[src/rtl/bsp_pkg.sv]
package bsp_pkg;
  // Edge events derived from one strobe input.
  typedef struct packed {
    logic rise;
    logic fall;
  } strobe_ev_t;

  function automatic int ptr_width(input int nbytes);
    return (nbytes < 2) ? 1 : $clog2(nbytes);
  endfunction
endpackage

[src/rtl/bsp_edge.sv]
module bsp_edge #(
  parameter int N = 2
) (
  input  logic                      clk,
  input  logic                      rst_n,
  input  logic [N-1:0]              lvl,
  output bsp_pkg::strobe_ev_t [N-1:0] ev
);
  logic [N-1:0] lvl_q;

  always_ff @(posedge clk) begin
    if (!rst_n) lvl_q <= '0;
    else        lvl_q <= lvl;
  end

  for (genvar i = 0; i < N; i++) begin : g_bit
    assign ev[i].rise = lvl[i] & ~lvl_q[i];
    assign ev[i].fall = ~lvl[i] & lvl_q[i];

    // a rise cannot repeat on the next cycle
    a_r8_one_rise: assert property (@(posedge clk) disable iff (!rst_n)
      ev[i].rise |=> !ev[i].rise);
  end
endmodule

[src/rtl/bsp_ptr.sv]
module bsp_ptr #(
  parameter int NBYTES = 3,
  localparam int PW = bsp_pkg::ptr_width(NBYTES)
) (
  input  logic          clk,
  input  logic          rst_n,
  input  logic          step,
  input  logic          clear,
  output logic [PW-1:0] ptr
);
  localparam logic [PW-1:0] LAST = PW'(NBYTES - 1);

  always_ff @(posedge clk) begin
    if (!rst_n)        ptr <= '0;
    else if (clear)    ptr <= '0;
    else if (step)     ptr <= (ptr == LAST) ? '0 : ptr + 1'b1;
  end

  a_r3_ptr_range: assert property (@(posedge clk) disable iff (!rst_n)
    ptr <= LAST);
  a_r6_ptr_clear: assert property (@(posedge clk) disable iff (!rst_n)
    clear |=> (ptr == '0));
  a_r3_ptr_hold: assert property (@(posedge clk) disable iff (!rst_n)
    (!step && !clear) |=> $stable(ptr));
endmodule

[src/rtl/bsp_preset.sv]
module bsp_preset #(
  parameter int BYTE_W = 8,
  parameter int NBYTES = 3,
  localparam int PW = bsp_pkg::ptr_width(NBYTES)
) (
  input  logic                     clk,
  input  logic                     rst_n,
  input  logic                     wr_en,
  input  logic [PW-1:0]            ptr,
  input  logic [BYTE_W-1:0]        din,
  output logic [NBYTES*BYTE_W-1:0] value
);
  for (genvar i = 0; i < NBYTES; i++) begin : g_byte
    always_ff @(posedge clk) begin
      if (!rst_n)
        value[i*BYTE_W +: BYTE_W] <= '0;
      else if (wr_en && ptr == PW'(i))
        value[i*BYTE_W +: BYTE_W] <= din;
    end
  end

  // without a data write the preset keeps its value
  a_r7_preset_hold: assert property (@(posedge clk) disable iff (!rst_n)
    !wr_en |=> $stable(value));
endmodule

[src/rtl/byte_serial_port.sv]
module byte_serial_port #(
  parameter int BYTE_W = 8,
  parameter int NBYTES = 3,
  parameter int CODE_W = 3,
  localparam int WORD_W = BYTE_W * NBYTES,
  localparam int ARG_W = BYTE_W - CODE_W,
  localparam int PW = bsp_pkg::ptr_width(NBYTES)
) (
  input  logic              clk,
  input  logic              rst_n,
  input  logic              bus_sel,
  input  logic              bus_rd,
  input  logic              bus_wr,
  input  logic              bus_ctl,
  input  logic [BYTE_W-1:0] bus_din,
  output logic [BYTE_W-1:0] bus_dout,
  output logic              bus_oe,
  input  logic [WORD_W-1:0] latch_val,
  output logic [WORD_W-1:0] preset_val,
  output logic              cmd_valid,
  output logic [CODE_W-1:0] cmd_code,
  output logic [ARG_W-1:0]  cmd_arg
);
  bsp_pkg::strobe_ev_t [1:0] ev;
  logic [PW-1:0] ptr;
  logic wr_go, data_wr, ctl_wr, rd_armed, rd_done;

  bsp_edge #(.N(2)) u_edge (
    .clk(clk), .rst_n(rst_n), .lvl({bus_wr, bus_rd}), .ev(ev)
  );

  assign wr_go   = ev[1].rise & bus_sel;
  assign data_wr = wr_go & ~bus_ctl;
  assign ctl_wr  = wr_go & bus_ctl;

  // A data read counts when it began selected; it completes on strobe fall.
  always_ff @(posedge clk) begin
    if (!rst_n)          rd_armed <= 1'b0;
    else if (ev[0].rise) rd_armed <= bus_sel & ~bus_ctl;
    else if (ev[0].fall) rd_armed <= 1'b0;
  end
  assign rd_done = ev[0].fall & rd_armed;

  bsp_ptr #(.NBYTES(NBYTES)) u_ptr (
    .clk(clk), .rst_n(rst_n), .step(data_wr | rd_done), .clear(ctl_wr), .ptr(ptr)
  );

  bsp_preset #(.BYTE_W(BYTE_W), .NBYTES(NBYTES)) u_preset (
    .clk(clk), .rst_n(rst_n), .wr_en(data_wr), .ptr(ptr), .din(bus_din),
    .value(preset_val)
  );

  always_ff @(posedge clk) begin
    if (!rst_n) begin
      cmd_valid <= 1'b0;
      cmd_code  <= '0;
      cmd_arg   <= '0;
    end else begin
      cmd_valid <= ctl_wr;
      if (ctl_wr) begin
        cmd_code <= bus_din[BYTE_W-1 -: CODE_W];
        cmd_arg  <= bus_din[ARG_W-1:0];
      end
    end
  end

  // Read path: byte mux on the pointer.
  logic [BYTE_W-1:0] rd_byte;
  always_comb begin
    rd_byte = '0;
    for (int i = 0; i < NBYTES; i++)
      if (ptr == PW'(i)) rd_byte = latch_val[i*BYTE_W +: BYTE_W];
  end

  assign bus_oe   = bus_sel & bus_rd;
  assign bus_dout = (bus_oe && !bus_ctl) ? rd_byte : '0;

  a_r6_cmd_pulse: assert property (@(posedge clk) disable iff (!rst_n)
    cmd_valid |=> !cmd_valid);
  a_r5_quiet_bus: assert property (@(posedge clk) disable iff (!rst_n)
    !bus_sel |-> (bus_dout == '0));
  a_r4_dout_steady: assert property (@(posedge clk) disable iff (!rst_n)
    (bus_oe && $past(bus_oe) && $stable(latch_val) && $stable(bus_ctl) && $stable(ptr))
      |-> $stable(bus_dout));
  a_r7_no_cmd_unsel: assert property (@(posedge clk) disable iff (!rst_n)
    !bus_sel |=> !cmd_valid);
endmodule

[config.mk]
export PLATFORM = sky130hd
export DESIGN_NAME = byte_serial_port
export DESIGN_NICKNAME = d
export VERILOG_FILES = /design/src/rtl/bsp_pkg.sv /design/src/rtl/bsp_edge.sv /design/src/rtl/bsp_ptr.sv /design/src/rtl/bsp_preset.sv /design/src/rtl/byte_serial_port.sv
export SDC_FILE = /design/constraint.sdc
export NUM_CORES = 1
export LEC_CHECK = 0
export ABC_AREA = 1
export BUFFER_PORTS_ARGS = -buffer_cell sky130_fd_sc_hd__buf_2
export CAP_MARGIN = 5
export CORE_UTILIZATION = 46
export DETAILED_ROUTE_END_ITERATION = 10
export PLACE_DENSITY_LB_ADDON = 0.15
export SLEW_MARGIN = 20
export SYNTH_ARGS = -nofsm -noshare
export SYNTH_HDL_FRONTEND = slang
export SYNTH_SLANG_ARGS = --single-unit
[constraint.sdc]
create_clock -name clk -period 1.8 [get_ports clk]
set_clock_uncertainty 0.1 [all_clocks]
set_input_delay 0.54 -clock clk [delete_from_list [all_inputs] [get_ports clk]]
set_output_delay 0.54 -clock clk [all_outputs]
set_load 0.05 [all_outputs]
==> out/summary.txt <==
Status: complete, but fails checks
Violated checks: negative setup slack
Clk sink count: 38
H-tree Lvls: 2
CP endpoint kind: output pin
Placer Congestion: 0.788
Slew of the pin with the lowest slew margin: 388 ps
Worst VDD drop: 0.000438 V
Core area: 0.00374 mm^2
Power Total: 1.81 mW
Period utilization: 112%
Final Slew Violations: 0
Nets: 419
Critical Path AT: 1380 ps
Via count: 1,926
Worst R2R Setup Slack: 210 ps
Total CTS buffers: 5
DRT antenna net count: 0
Max Cap Violations: 0
Crit path launch: u_ptr.ptr[1]
Headroom to the max-slew limit: 74.1%
Minimum clock period: 2020 ps
Initial antenna violation count: 0
RR Endpoint: u_preset.value[15]
Clock slew at reported path FFs: 70 ps
Hold Vio Cnt, Final: 0
Yosys cell types: 17
Hold-fix buffers, CTS: 0
Reg2reg start: u_ptr.ptr[0]
Length in cells of the worst reg-to-reg path: 10
Post-detail-place hpwl: 3.07 mm
Final WL: 4.72 mm
Largest net degree at the start of global routing: 26
Layout area overhead: 49.2%
Top Ports: 80
WS Path Type: register to output pin
CP Launch Type: register
Fmax: 495 MHz
Final setup fails: 8
Synth warn: 0
DRC viols: 0
Leak: 1.55 nW
Routed vias/inst: 4.51
Layout cells sized above 1: 43.8%
Hold WC Path Type: register to register
Routed length per placed instance: 11.1 um
Syn Nets: 318
Syn Inst Count: 278
Full die area: 0.00423 mm^2
Mean Syn Cell Area: 6.58 um^2
Crit Path Max Fanout: 5
Min setup slack post-route: -221 ps
CTS tree: yes
Initial core utilization: 48.9%
Crit path required time: 1160 ps
Cell Rows: 22
Die Wd: 65.1 um
GR Util met2: 41.8%
First-pass GRT wire length: 7.97 mm
Worst skew pair latency: 290 ps
Met1 Usage GRT: 29.7%
GR Overflow Total: 0
1st-pass router iterations: 4
GR peak layer: met2
Pwr dens: 663 mW/mm^2
Initial drt markers: 103
ANT cells: 0
Input/output buffers: 79
Post-layout util: 72.9%
Worst Setup EP: bus_dout[7]
Number of global-route vias before repair: 1,886
All-layer global routing usage: 24.6%
Die Ht: 65.1 um
FF+latch count, synth: 38
Clock Path Buffers: 2
Synthesized cell area: 0.00183 mm^2
M3 GR Usage: 7.75%
Unrepaired setup endpoints after global routing: yes
Clock root buffer: clkbuf_8
Seq/Total Area, Yosys: 41.6%
[cell type report]
type                    instances  area (um^2)
clock buffers                   5         68.8
clock inverters                 2         10.0
fillers                       311         1010
inverters                      43          196
multi-input cells             191          962
flip-flops and latches         38          768
well taps                      48         60.1
repair buffers                100          664
[layout by cell type, fill, tap and decap left out]
| master | count |
|---|---|
| nor2_4 | 3 |
| buf_4 | 15 |
| inv_4 | 2 |
| nand3_1 | 3 |
| nand3_2 | 8 |
| nor2_2 | 2 |
| ha_1 | 2 |
| clkbuf_8 | 5 |
| clkinvlp_4 | 8 |
| buf_2 | 71 |
| nand3_4 | 3 |
| dfxtp_4 | 2 |
| nand2_2 | 24 |
| a21oi_1 | 3 |
| buf_12 | 1 |
| nand4_1 | 1 |
| nor2_8 | 1 |
| clkinv_2 | 2 |
| nand2_4 | 3 |
| buf_8 | 8 |
| inv_1 | 30 |
| nand2_1 | 87 |
| inv_2 | 3 |
| nor2_1 | 51 |
| dfxtp_1 | 36 |
| buf_6 | 5 |
[power by group]
group / switching [mW] / internal (mW)
Clock: 0.289 / 0.260
Sequential: 0.0157 / 0.862
Combinational: 0.241 / 0.143
[worst min-delay path by stage]
stage / from / endpoint / cells past startpoint
after CTS: cmd_code[1] / cmd_code[1] / 2
after global routing: bus_wr / u_edge.lvl_q[1] / 3
after floorplan: rd_armed / rd_armed / 2
final: cmd_arg[3] / cmd_arg[3] / 2
after global placement: cmd_arg[4] / cmd_arg[4] / 2
after detailed placement: cmd_code[1] / cmd_code[1] / 2
[routing by layer]
| metal | up-vias | wire length [um] |
|---|---|---|
| li1 | 1009 | - |
| met1 | 858 | 2220 |
| met2 | 51 | 2200 |
| met3 | 8 | 246 |
| met4 | 0 | 53 |
| met5 | - | 0 |
[through the flow]
stage                     hold slack, ps  cells  setup TNS [ps]  cell area, um^2  worst slack [ps]
after floorplan                      332    278               0             1860              38.5
after global placement               325    410           -1190             2330              -150
after detailed placement             332    410           -1430             2330              -185
after CTS                            348    426           -1600             2690              -201
after global routing                 371    427           -2140             2730              -291
final                                343    427           -1680             2730              -221
[cell usage after synthesis, drive strengths merged]
cell / count / share of area, %
nor2: 57 / 14
buf: 6 / 3.6
a21oi: 3 / 0.82
nand4: 1 / 0.34
dfxtp: 38 / 42
nand2: 114 / 24
nand3: 14 / 5.9
ha: 2 / 1.4
inv: 43 / 8.8
[kinds of logic (layout without fill, tap and decap cells)]
logic type | Yosys count | in the layout | share of synthesized area, %
adders and majority gates | 2 | 2 | 1.37
AOI/OAI and AO/OA | 3 | 3 | 0.821
DFF | 38 | 38 | 41.6
buffers and inverters | 49 | 150 | 12.4
and+or+nand+nor | 186 | 186 | 43.8
[flip-flops by register name, summed over array words and instances, names as in the netlist]
name            flops
cmd_arg             5
rd_armed            1
cmd_valid           1
cmd_code            3
u_edge.lvl_q        2
u_ptr.ptr           2
u_preset.value     24
[worst max-delay path, cell delays in order, from the launching register on]
cell and delay [ps]:
dfxtp_4 390, inv_4 50, nor2_4 120, buf_12 130, nand2_2 50, nand3_2 70, nand2_2 60, clkinvlp_4 80
buf_8 140
[timing repair]
item,CTS,global route
endpoints found under the setup margin,8,8
resized for setup,64,10
buffers inserted,9,1
pin swaps,11,6
Note: power is estimated with default switching activity, not from simulation.
